## src/rtl/iowin_pkg.sv

```systemverilog
package iowin_pkg;
  localparam int IO_AW  = 16;
  localparam int BYTE_W = 8;
  localparam int NUM_CS = 2;
  localparam int CODE_W = 3;
  localparam logic [CODE_W-1:0] CODE_CS0 = 3'b101;
  localparam logic [CODE_W-1:0] CODE_CS1 = 3'b110;
  localparam logic [BYTE_W-1:0] SIZE_RST = 8'h01;

  typedef struct packed {
    logic [IO_AW-1:0]  base;
    logic [BYTE_W-1:0] size;
    logic              ovl;
    logic              en;
    logic [CODE_W-1:0] code;
  } win_cfg_t;

  function automatic logic size_is_pow2(input logic [BYTE_W-1:0] s);
    return (s != '0) && ((s & (s - 1'b1)) == '0);
  endfunction
endpackage

```

## src/rtl/io_win_regs.sv

```systemverilog
module io_win_regs
  import iowin_pkg::*;
#(
  parameter int NUM_WIN = 2,
  parameter int CFG_AW  = 3
) (
  input  logic                      clk,
  input  logic                      rst_n,
  input  logic                      we,
  input  logic [CFG_AW-1:0]         waddr,
  input  logic [BYTE_W-1:0]         wdata,
  input  logic [CFG_AW-1:0]         raddr,
  output logic [BYTE_W-1:0]         rdata,
  output win_cfg_t [NUM_WIN-1:0]    cfg
);
  localparam int WSEL_W = CFG_AW - 2;

  logic [WSEL_W-1:0] wsel, rsel;
  assign wsel = waddr[CFG_AW-1:2];
  assign rsel = raddr[CFG_AW-1:2];

  for (genvar w = 0; w < NUM_WIN; w++) begin : g_win
    logic hit_w;
    assign hit_w = we && (wsel == WSEL_W'(w));
    always_ff @(posedge clk or negedge rst_n) begin
      if (!rst_n) begin
        cfg[w].base <= '0;
        cfg[w].size <= SIZE_RST;
        cfg[w].ovl  <= 1'b0;
        cfg[w].en   <= 1'b0;
        cfg[w].code <= CODE_CS0;
      end else if (hit_w) begin
        case (waddr[1:0])
          2'd0: cfg[w].base[IO_AW-1:BYTE_W] <= wdata;
          2'd1: cfg[w].base[BYTE_W-1:0]     <= wdata;
          2'd2: cfg[w].size                 <= wdata;
          default: begin
            cfg[w].ovl  <= wdata[4];
            cfg[w].en   <= wdata[3];
            cfg[w].code <= wdata[2:0];
          end
        endcase
      end
    end
  end

  always_comb begin
    rdata = '0;
    for (int w = 0; w < NUM_WIN; w++) begin
      if (rsel == WSEL_W'(w)) begin
        case (raddr[1:0])
          2'd0: rdata = cfg[w].base[IO_AW-1:BYTE_W];
          2'd1: rdata = cfg[w].base[BYTE_W-1:0];
          2'd2: rdata = cfg[w].size;
          default: rdata = {3'b000, cfg[w].ovl, cfg[w].en, cfg[w].code};
        endcase
      end
    end
  end
endmodule

```

## src/rtl/io_win_match.sv

```systemverilog
module io_win_match
  import iowin_pkg::*;
(
  input  win_cfg_t           cfg,
  input  logic [IO_AW-1:0]   addr,
  input  logic               access,
  input  logic               isa_claim,
  output logic               eligible,
  output logic [NUM_CS-1:0]  cs_vec
);
  logic [IO_AW-1:0] keep_mask;
  logic             size_ok, code_ok, in_range;

  assign keep_mask = ~{{(IO_AW-BYTE_W){1'b0}}, cfg.size - 1'b1};
  assign size_ok   = size_is_pow2(cfg.size);
  assign code_ok   = (cfg.code == CODE_CS0) || (cfg.code == CODE_CS1);
  assign in_range  = (addr & keep_mask) == (cfg.base & keep_mask);
  assign eligible  = access && cfg.en && size_ok && code_ok && in_range &&
                     (cfg.ovl || !isa_claim);
  assign cs_vec    = {cfg.code == CODE_CS1, cfg.code == CODE_CS0};
endmodule

```

## src/rtl/io_win_arb.sv

```systemverilog
module io_win_arb
  import iowin_pkg::*;
#(
  parameter int NUM_WIN = 2
) (
  input  logic [NUM_WIN-1:0]             eligible,
  input  logic [NUM_WIN-1:0]             ovl,
  input  logic [NUM_WIN-1:0][NUM_CS-1:0] cs_vec,
  output logic [NUM_WIN-1:0]             hit,
  output logic [NUM_CS-1:0]              cs,
  output logic                           conflict
);
  always_comb begin
    logic taken;
    taken    = 1'b0;
    hit      = '0;
    cs       = '0;
    conflict = 1'b0;
    for (int w = 0; w < NUM_WIN; w++) begin
      if (eligible[w]) begin
        if (!taken) begin
          hit[w] = 1'b1;
          cs     = cs_vec[w];
        end else if (!ovl[w]) begin
          conflict = 1'b1;
        end
        taken = 1'b1;
      end
    end
  end
endmodule

```

## src/rtl/io_window_decoder.sv

```systemverilog
module io_window_decoder
  import iowin_pkg::*;
#(
  parameter int NUM_WIN = 2,
  localparam int CFG_AW = $clog2(NUM_WIN) + 2
) (
  input  logic                clk,
  input  logic                rst_n,
  input  logic                cfg_we,
  input  logic [CFG_AW-1:0]   cfg_addr,
  input  logic [BYTE_W-1:0]   cfg_wdata,
  input  logic [CFG_AW-1:0]   cfg_raddr,
  output logic [BYTE_W-1:0]   cfg_rdata,
  input  logic [IO_AW-1:0]    io_addr,
  input  logic                io_rd,
  input  logic                io_wr,
  input  logic                isa_claim,
  output logic [NUM_WIN-1:0]  win_hit,
  output logic [NUM_CS-1:0]   cs_sel,
  output logic                conflict
);
  win_cfg_t [NUM_WIN-1:0]             cfg;
  logic     [NUM_WIN-1:0]             elig, ovl;
  logic     [NUM_WIN-1:0][NUM_CS-1:0] csv;
  logic                               access;

  assign access = io_rd | io_wr;

  io_win_regs #(.NUM_WIN(NUM_WIN), .CFG_AW(CFG_AW)) u_regs (
    .clk(clk), .rst_n(rst_n), .we(cfg_we), .waddr(cfg_addr),
    .wdata(cfg_wdata), .raddr(cfg_raddr), .rdata(cfg_rdata), .cfg(cfg)
  );

  for (genvar w = 0; w < NUM_WIN; w++) begin : g_match
    assign ovl[w] = cfg[w].ovl;
    io_win_match u_match (
      .cfg(cfg[w]), .addr(io_addr), .access(access),
      .isa_claim(isa_claim), .eligible(elig[w]), .cs_vec(csv[w])
    );
  end

  io_win_arb #(.NUM_WIN(NUM_WIN)) u_arb (
    .eligible(elig), .ovl(ovl), .cs_vec(csv),
    .hit(win_hit), .cs(cs_sel), .conflict(conflict)
  );
endmodule

```

## config.mk

```make
export PLATFORM = sky130hd
export DESIGN_NAME = io_window_decoder
export DESIGN_NICKNAME = d
export VERILOG_FILES = /design/src/rtl/iowin_pkg.sv /design/src/rtl/io_win_regs.sv /design/src/rtl/io_win_match.sv /design/src/rtl/io_win_arb.sv /design/src/rtl/io_window_decoder.sv
export SDC_FILE = /design/constraint.sdc
export NUM_CORES = 1
export LEC_CHECK = 0
export ABC_AREA = 1
export BUFFER_PORTS_ARGS = -buffer_cell sky130_fd_sc_hd__buf_4
export CELL_PAD_IN_SITES_DETAIL_PLACEMENT = 0
export CELL_PAD_IN_SITES_GLOBAL_PLACEMENT = 2
export CORE_MARGIN = 2
export CORE_UTILIZATION = 33
export DETAILED_ROUTE_END_ITERATION = 7
export PLACE_DENSITY = 0.92
export SKIP_CTS_REPAIR_TIMING = 1
export SYNTH_ARGS = -nofsm -noshare
export SYNTH_HDL_FRONTEND = slang
export SYNTH_HIERARCHICAL = 1
export SYNTH_SLANG_ARGS = --single-unit
export TNS_END_PERCENT = 5
```

## constraint.sdc

```tcl
create_clock -name clk -period 2.7 [get_ports clk]
set_clock_uncertainty 0.1 [all_clocks]
set_input_delay 0.27 -clock clk [delete_from_list [all_inputs] [get_ports clk]]
set_output_delay 0.27 -clock clk [all_outputs]
set_load 0.01 [all_outputs]
```

; ---- Word-level counts from Yosys, hierarchy flattened
; Index checks and enable logic that the tools add are counted.
[classes]
addsub = 2
bitwise_logic = 11
reduce_logical = 34
mux = 12
n_eq_ne = 10
[ops]
columns = cell, n
row1 = 16-bit bitwise AND, 4
row2 = 8-bit case mux with 3 select lines, 2
row3 = 16-bit equality test, 2
row4 = 8-bit NOT with 16-bit output, 2
row5 = 8-bit bitwise AND, 2
row6 = 8-bit logical NOT, 2
row7 = 2-bit AND reduction, 8
row8 = 8-bit nonzero test, 2
row9 = "8-bit by 1-bit subtractor with 8-bit output, second input constant", 2
row10 = 1-bit logical AND, 14
row11 = "3-bit equality test, second input constant", 4
row12 = 8-bit two-way mux, 1
row13 = 1-bit two-way mux, 6
row14 = 2-bit two-way mux, 3
row15 = "2-bit by 1-bit equality test with 1-bit output, second input constant", 2
row16 = "2-bit equality test, second input constant", 2
row17 = 2-bit logical NOT, 2
row18 = 1-bit logical OR, 4
row19 = 3-bit OR reduction, 1
row20 = 1-bit NOT, 2
row21 = 1-bit logical NOT, 1
row22 = 1-bit OR, 1
[word_totals]
elab_cells = 81
output_inout_bits = 13
in_bits = 36
register_bits = 58

; ---- Longest topological paths before layout
; Gate-level depths: netlist (run 1).
[depth]
depth_word = 11
mapped_depth = 14
ltp_nobuf = 14

; ---- By module
; The synthesis (run 1) kept the hierarchy.
[modules_own_cells]
columns = mod, area_each_um2, instances, cells_each
row1 = io_win_regs, 2758.9, 1, 327
row2 = io_win_match at g_match[0].u_match, 554.3, 1, 116
row3 = io_win_match at g_match[1].u_match, 553.0, 1, 114
row4 = io_win_arb, 51.3, 1, 12
row5 = io_window_decoder, 11.3, 1, 3

; ---- Worst setup path after synthesis (run 1)
; OpenSTA, ideal clock, no wires.
[synth_path]
path_kind = register to output
from = register u_regs/cfg[6] (netlist name)
to = output port conflict
stages_incl_launch_ff = 14
arrival_time_ns = 2.022
setup_slack_ns = 0.308
cell_sequence = dfrtp_1 > nor2_2 > nand2_2 > nor2_2 > nand2_1 > or3_1 > ha_1 > nand3_1 > nand2_1 > nor2_1 > nand3_1 > nor2_1 > nand2_1 > nor2_1
[synth_via]
elab_chain_cells = 11
word_cells_on_any_way = 16
classes_between = 1 x add/sub / 1 x eq/ne / 3 x mux / 4 x bitwise / 7 x reduce/logical
[synth_lines]
columns = element, line_no
row1 = 8-bit by 1-bit subtractor with 8-bit output, "iowin_pkg.sv:19, io_win_match.sv:14"
row2 = 8-bit bitwise AND, iowin_pkg.sv:19  ; return (s != '0) && ((s & (s - 1'b1)) == '0);
row3 = 8-bit logical NOT, iowin_pkg.sv:19
row4 = 1-bit logical AND, iowin_pkg.sv:19
row5 = 1-bit logical AND (2 in a row), io_win_match.sv:18  ; assign eligible = access && cfg.en && size_ok && code_ok && in_range &&
row6 = 1-bit logical AND (*) (2 in a row), io_win_match.sv:18
row7 = net elig[0], io_window_decoder.sv:23  ; logic [NUM_WIN-1:0] elig, ovl;
row8 = 1-bit two-way mux (*), io_win_arb.sv:20  ; if (eligible[w]) begin
row9 = 1-bit two-way mux (*), io_win_arb.sv:21  ; if (!taken) begin
row10 = 1-bit two-way mux (*), io_win_arb.sv:20
row11 = to (decl), io_window_decoder.sv:20  ; output logic conflict
; The timed path passes the listed nets; every way through them passes the cells marked *.

; ---- Worst setup path in the final report (run 1)
[layout_path]
from = register u_regs/cfg[7] (netlist name)
to = output port cs_sel[1]
[layout_via]
elab_chain_cells = 11
word_cells_on_any_way = 17
classes_between = 1 x add/sub / 1 x eq/ne / 4 x mux / 4 x bitwise / 7 x reduce/logical
[layout_lines]
columns = element, line_no
row1 = 8-bit by 1-bit subtractor with 8-bit output, "iowin_pkg.sv:19, io_win_match.sv:14"
row2 = 8-bit bitwise AND, iowin_pkg.sv:19
row3 = 8-bit logical NOT, iowin_pkg.sv:19
row4 = 1-bit logical AND, iowin_pkg.sv:19
row5 = 1-bit logical AND (2 in a row), io_win_match.sv:18
row6 = 1-bit logical AND (*) (2 in a row), io_win_match.sv:18
row7 = 2-bit two-way mux or 1-bit two-way mux (tied branches), io_win_arb.sv:20
row8 = 2-bit two-way mux, io_win_arb.sv:21
row9 = 2-bit two-way mux (*), io_win_arb.sv:20
row10 = to (decl), io_window_decoder.sv:19  ; output logic [NUM_CS-1:0] cs_sel,
; Mark *: on every way between the ends. The rest lies on a longest branch, timed or not.

==> metrics.md, run 1 <==
| Metric | Value |
|---|---|
| Outcome | finished, violations left |
| Failing checks | design-rule violations, negative setup slack |
| Area leader, netlist | dfrtp_1 |
| DRC Markers | 3 |
| Arrival time worst endpoint | 2.60 ns |
| CP startpoint kind | flip-flop |
| Total Routed Length | 12800 um |
| Cell depth of the worst flop-to-flop path | 2 |
| Dpl hpwl | 9830 um |
| Worst endpoint required time | 2.33 ns |
| CP max FO | 6 |
| Crit-path slowest cell | dfrtp_2 |
| Slowest stage delay, CP | 0.43 ns |
| Crit path kind | reg -> out |
| Reg2reg start | u_regs/cfg[29] |
| Most area-consuming cells after synthesis | dfrtp_1 33%, nand2_1 17%, nand3_1 7.9% |
| Final setup viols | 5 |
| Ys Warns | 6 |
| Final min period | 2.97 ns |
| Overflow after GRT | 0 |
| Tot GR Track Use | 21.1% |
| Most flops, register | u_regs/cfg |
| Syn Nets | 624 |
| Hold Crit Class | in -> reg |
| Hold endpoint | u_regs/cfg[33] |
| Pre-antenna DRT Iters | 7 |
| Register-to-register setup slack | 1.75 ns |
| Largest net degree at the start of global routing | 59 |
| Worst setup margin | -0.270 ns |
| Starting Density | 34.1% |
| Drt initial violations | 270 |
| Clk buf depth | 2 |
| List of most frequent post-synthesis cells | 177 x nand2_1, 75 x inv_1, 62 x nand3_1, 52 x dfrtp_1, 48 x nor2_1 |
| GPL Wtd Cong | 0.891 |
| Synth unique cells | 30 |
| Die Y | 113 um |
| CP Capture Type | output pin |
| HP Start | cfg_wdata[4] |
| Top FF cell, synth | dfrtp_1 |
| PortBufs | 48 |
| Fmax | 337 MHz |
| Initial antenna violation count | 0 |
| Chip width | 113 um |
| Via count | 3815 |
| Synth Register Bits | 58 |
| Inst Count DP | 750 |
| Vias in the first global route | 3577 |
| CTS sink count | 58 |
| Mapped Area | 3930 um2 |
| Sw Pwr | 1.10 mW |
| First-pass GRT wire length | 20400 um |
| Antenna diodes | 0 |
| Cells along the critical path | nor2_2 > nand2_2 > nor2_2 > nand2_1 > or3_1 > ha_1 > nand3_2 > nand2_2 > nor2_2 > nand3_1 > nor2_1 > buf_4 > inv_2 > nand3_1 > nand2_1 > buf_6 |
| Core area | 11500 um2 |
| H-tree Lvls | 3 |
| Power Density | 676 nW/um2 |
| Detail Route Antenna Nets | 0 |
| Biggest regs | u_regs/cfg (58) |
| Depth of the worst hold-timing path | 3 |
| Largest register FFs | 58 |
| Synth Area per Inst | 6.87 um2 |
| Final Slew Violations | 0 |
| WL/cell | 16.6 um |
| Post-Synthesis Cells | 572 |
| FP Rows | 39 |
| CTS buffer count | 9 |
| Nets | 675 |
| RSZ-0062 raised after global routing | yes |
| Worst Tran Pin Value | 0.797 ns |
| Seq/Total Area, Yosys | 37.1% |
| Asr flop ratio synth | 100% |
| Max-cap viol count | 0 |
| Non-Filler Instances | 771 |
| Leak | 2.45 nW |
| Max IR drop VDD | 311 uV |
| CP most frequent cell | nor2_2 |
| Sequential power share | 39.4% |
| Cell Int Power | 2.09 mW |
| Total power | 3.18 mW |
| Sw Share | 34.5% |
| Post-synth EDFFs | 0 |
| Slew HR | 46.8% |
| Share of layout cells above drive strength 1 | 18.2% |
| # IOs | 49 |
| Die area | 12800 um2 |
| Share of the synthesized area in the top cell type | 33.1% |
| Final Hold Viols | 0 |
| Drt via density | 4.95 |
| Count leader, synth | nand2_1 |
| Clk slew on worst S/H paths | 0.05 ns |
| Power share of the clock group | 33.3% |
| CTS root buf | clkbuf_16 |
| Final period utilization | 110% |
| Gate power share | 27.3% |
| Worst-skew pair later-pin latency | 0.33 ns |
| CTS tree | built |
| Reg-to-reg endpoint | u_regs/cfg[29] |
| Area grow syn2layout | 20.0% |
-- cell families (layout without fill, tap and decap cells) --
| family | after synthesis | in the layout | share of synthesized area, % |
|---|---|---|---|
| AOI/OAI and AO/OA | 83 | 83 | 11.5 |
| xor gates and xnor gates | 4 | 4 | 0.892 |
| adders and majority gates | 16 | 16 | 5.10 |
| buffers and inverters | 94 | 150 | 10.6 |
| DFF | 58 | 58 | 37.1 |
| and+or+nand+nor | 317 | 317 | 34.8 |
-- cell type report --
class                           count  area, um2
Clock buffer                       16        272
Fill cell                        1224       6800
Inverter                           79        297
Multi-Input combinational cell    420       2080
Sequential cell                    58       1460
Tap cell                          143        179
Timing Repair Buffer               55        423
-- worst max path at each step --
stage | from | to | cells past startpoint
after global routing | u_regs/cfg[7] | cs_sel[1] | 16
after global placement | u_regs/cfg[5] | cs_sel[1] | 16
final | u_regs/cfg[7] | cs_sel[1] | 16
after detailed placement | u_regs/cfg[5] | cs_sel[0] | 16
after floorplan | u_regs/cfg[6] | conflict | 13
after CTS | u_regs/cfg[5] | cs_sel[0] | 16
-- metal layers --
layer | part of all wire (%) | GRT usage [%]
met1 | 48 | 30.6
met2 | 45 | 32.3
met3 | 6.2 | 2.79
met4 | 1.6 | 7.15
met5 | 0 | 0
-- cell usage in the layout (no fill, tap or decap), types with 3 or more instances in the layout --
cell / count
or2_0: 3
dfrtp_1: 51
buf_4: 52
nand2_2: 12
or2_1: 3
inv_1: 73
nand2_1: 174
nor2_4: 3
o21ai_1: 29
nor2_2: 9
nand3_1: 60
clkbuf_16: 9
nor2_1: 45
ha_1: 16
a21oi_1: 7
o21ai_2: 9
inv_2: 5
nand3_2: 3
o21ai_0: 37
dfstp_2: 6
clkbuf_1: 5
-- power groups by stage --
stage / registers [mW] / clock network, mW / logic, mW
CTS: 1.26 / 1.08 / 0.841
global placement: 1.25 / 0 / 0.838
finish: 1.25 / 1.06 / 0.870
global route: 1.29 / 1.11 / 1.01
detailed placement: 1.27 / 0 / 0.838
floorplan: 1.19 / 0 / 0.577
-- stage by stage --
stage	cell area (um2)	hold WS (ns)	utilization (%)	worst slack [ns]	setup TNS [ns]
floorplan	3930	-0.126	-	0.308	0
global placement	4360	0.295	37.9	0.150	0
detailed placement	4360	0.303	37.9	0.142	0
CTS	4640	-0.0437	40.3	-0.225	-0.812
global route	4710	0.0830	40.9	-0.417	-1.76
finish	4710	0.0552	40.9	-0.270	-1.01
-- worst max-delay path, delay by kind of cell (launching register included) --
family | cells | cell delay [ns]
buffers and inverters | 3 | 0.33
adders and majority gates | 1 | 0.31
DFF | 1 | 0.43
and+or+nand+nor | 12 | 1.20
Power figures use the tool's default switching activity.
==> run 2: changes to the inputs <==
- CORE_UTILIZATION: 33 -> 32
- PLACE_DENSITY: 0.92 -> 0.9
- SLEW_MARGIN: default -> 25
- SYNTH_HIERARCHICAL: 1 -> default
==> run 2 against run 1 <==
The flow finishes with violations (negative setup slack). Flip-flop and latch count did not move. Core utilization down 0.30 points. Synthesized area shrank 5.4%. Fmax rose by 6.3%. First-iteration DRC count shrank 4.8%.
==> metrics.md, run 2 <==
| Metric | Value |
|---|---|
| Outcome | finished, violations left |
| Failing checks | negative setup slack |
| First-pass GRT wire length | 19700 um |
| Nets | 639 |
| Clk slew on worst S/H paths | 0.06 ns |
| Filler cells | 1216 |
| WL/cell | 16.9 um |
| Final setup viols | 4 |
| Worst setup margin | -0.0947 ns |
| CP startpoint kind | flip-flop |
| Gate power share | 27.7% |
| Most frequent cells in the layout | 144 x nand2_1, 82 x inv_1, 78 x o21ai_0 |
| Detail Route Antenna Nets | 0 |
| Syn Nets | 583 |
| CP max FO | 5 |
| Core area | 11400 um2 |
| Vias in the first global route | 3623 |
| CTS buffer count | 9 |
| Synth unique cells | 34 |
| Overflow after GRT | 0 |
| RSZ-0062 raised after global routing | yes |
| Register-to-register setup slack | 1.71 ns |
| DRC Markers | 0 |
| M3 GR Usage | 4.03% |
| Top FF cell, synth | dfrtp_1 |
| GPL Wtd Cong | 0.926 |
| Starting Density | 32.7% |
| Pre-antenna DRT Iters | 5 |
| Register area | 1460 um2 |
| Power Density | 739 nW/um2 |
| Share of the synthesized area in the top cell type | 35.0% |
| Multi-input gate area | 1910 um2 |
| Commonest non-fill, non-tap cell in the layout | nand2_1 |
| Most Crowded Layer GR | met2 |
| Met2 GRT Util | 30.9% |
| Power share of the clock group | 36.3% |
| Arrival time worst endpoint | 2.42 ns |
| Final period utilization | 104% |
| Sw Pwr | 1.15 mW |
| Worst-skew pair later-pin latency | 0.33 ns |
| Area grow syn2layout | 24.3% |
| Mapped Area | 3720 um2 |
| Sequential power share | 36.1% |
| Total Routed Length | 12400 um |
| CP Capture Type | output pin |
| Worst Tran Pin Value | 0.756 ns |
| Largest net degree at the start of global routing | 59 |
| # IOs | 49 |
| Crit path kind | reg -> out |
| Seq/Total Area, Yosys | 39.2% |
| Share of layout cells above drive strength 1 | 17.1% |
| Max-cap viol count | 0 |
| Final min period | 2.79 ns |
| Fmax | 358 MHz |
| Dpl hpwl | 9770 um |
| Drt initial violations | 257 |
| Die area | 12500 um2 |
| Sw Share | 33.8% |
| Count leader, synth | nand2_1 |
| Ys Warns | 0 |
| Leak | 2.34 nW |
| Post-synth EDFFs | 0 |
| Cell Int Power | 2.26 mW |
| Slew HR | 49.6% |
| Synth Register Bits | 58 |
| Largest register FFs | 58 |
| CTS root buf | clkbuf_16 |
| Clk buf depth | 2 |
| Max IR drop VDD | 412 uV |
| Die Y | 112 um |
| Worst endpoint required time | 2.33 ns |
| Initial antenna violation count | 0 |
| FP Rows | 39 |
| Chip width | 112 um |
| List of most frequent post-synthesis cells | 145 x nand2_1, 85 x inv_1, 78 x o21ai_0, 52 x dfrtp_1, 42 x nor2_1 |
| PortBufs | 48 |
| Met1 usage | 30.3% |
| Antenna diodes | 0 |
| Via count | 3701 |
| Final Hold Viols | 0 |
| Non-Filler Instances | 735 |
| Drt via density | 5.04 |
| Most flops, register | u_regs.cfg |
| CTS sink count | 58 |
| CTS tree | built |
| Hold Crit Class | in -> reg |
| Most area-consuming cells after synthesis | dfrtp_1 35%, nand2_1 15%, o21ai_0 11% |
| Final Slew Violations | 0 |
| Tot GR Track Use | 20.4% |
| Asr flop ratio synth | 100% |
| Inst Count DP | 712 |
| Area leader, netlist | dfrtp_1 |
| Post-Synthesis Cells | 531 |
| Worst hold margin | 0.0686 ns |
| Synth Area per Inst | 7.00 um2 |
| H-tree Lvls | 3 |
| Biggest regs | u_regs.cfg (58) |
[run 2: cell types whose count changed after synthesis, moves of 8 or more]
cell | previous run | this run
nand2_2 | 9 | 1
nand3_1 | 62 | 39
o21ai_0 | 37 | 78
o21ai_1 | 29 | 1
nand2_1 | 177 | 145
o21ai_2 | 9 | 0
inv_1 | 75 | 85
o22ai_1 | 0 | 8
[run 2: layout make-up]
class                           instances  area share [%]
Multi-Input combinational cell        373            41.2
Sequential cell                        58            31.6
Timing Repair Buffer                   56            9.15
Inverter                               89            7.23
Clock buffer                           11            5.25
Tap cell                              143            3.87
Clock inverter                          5            1.68
[run 2: kinds of logic after synthesis]
family / Yosys count / share of synthesized area (%)
adder cells (fa/ha/maj): 16 / 5.39
XOR/XNOR: 3 / 0.707
multiplexers: 1 / 0.269
AO/OA/AOI/OAI: 106 / 15.5
flip-flops: 58 / 39.2
AND/OR/NAND/NOR: 247 / 28.3
buffers and inverters: 100 / 10.6
[run 2: routing by layer]
layer	vias to the layer above	wire length [um]
met1	1736	5870
met3	7	962
li1	1822	-
met5	-	0
met2	136	5480
met4	0	93
[run 2: power groups by stage]
| stage | clock network, mW | registers (mW) | logic (mW) |
|---|---|---|---|
| 2_1_floorplan | 0 | 1.17 | 0.576 |
| 3_3_place_gp | 0 | 1.24 | 0.862 |
| 3_5_place_dp | 0 | 1.25 | 0.876 |
| 4_1_cts | 1.25 | 1.23 | 0.881 |
| 5_1_grt | 1.30 | 1.26 | 1.08 |
| 6_report | 1.24 | 1.23 | 0.946 |
[run 2: per-stage QoR]
stage                     setup TNS (ns)  total power, mW  worst slack, ns  util [%]  instance area (um2)
after floorplan                        0             1.75            0.471         -                 3720
after global placement                 0             2.10            0.185      37.0                 4200
after detailed placement               0             2.12            0.100      37.0                 4200
after CTS                          -1.02             3.36           -0.256      39.8                 4520
after global routing              -0.926             3.64           -0.220      40.6                 4620
final                             -0.281             3.42          -0.0947      40.6                 4620
[run 2: worst max-delay path, stage by stage (launching register included)]
cell      delay [ns]
dfstp_2         0.56
inv_2           0.06
ha_4            0.16
nand4_1         0.08
ha_1            0.25
nand3b_1        0.10
nand4_1         0.12
nor2_2          0.21
nand3_2         0.11
nor2_4          0.18
nand2_2         0.07
nor2_2          0.08
buf_4           0.12
[run 2: path summary, 6_finish.rpt]
check,startpoint,end,cells after the start
max in group asynchronous,rst_n,u_regs.cfg[28],2
worst max-delay path,u_regs.cfg[5],conflict,12
worst min-delay path,cfg_wdata[4],u_regs.cfg[33],3
worst min register to register,u_regs.cfg[28],u_regs.cfg[28],2
min in group asynchronous,rst_n,u_regs.cfg[14],2
worst max register to register,u_regs.cfg[5],u_regs.cfg[5],3
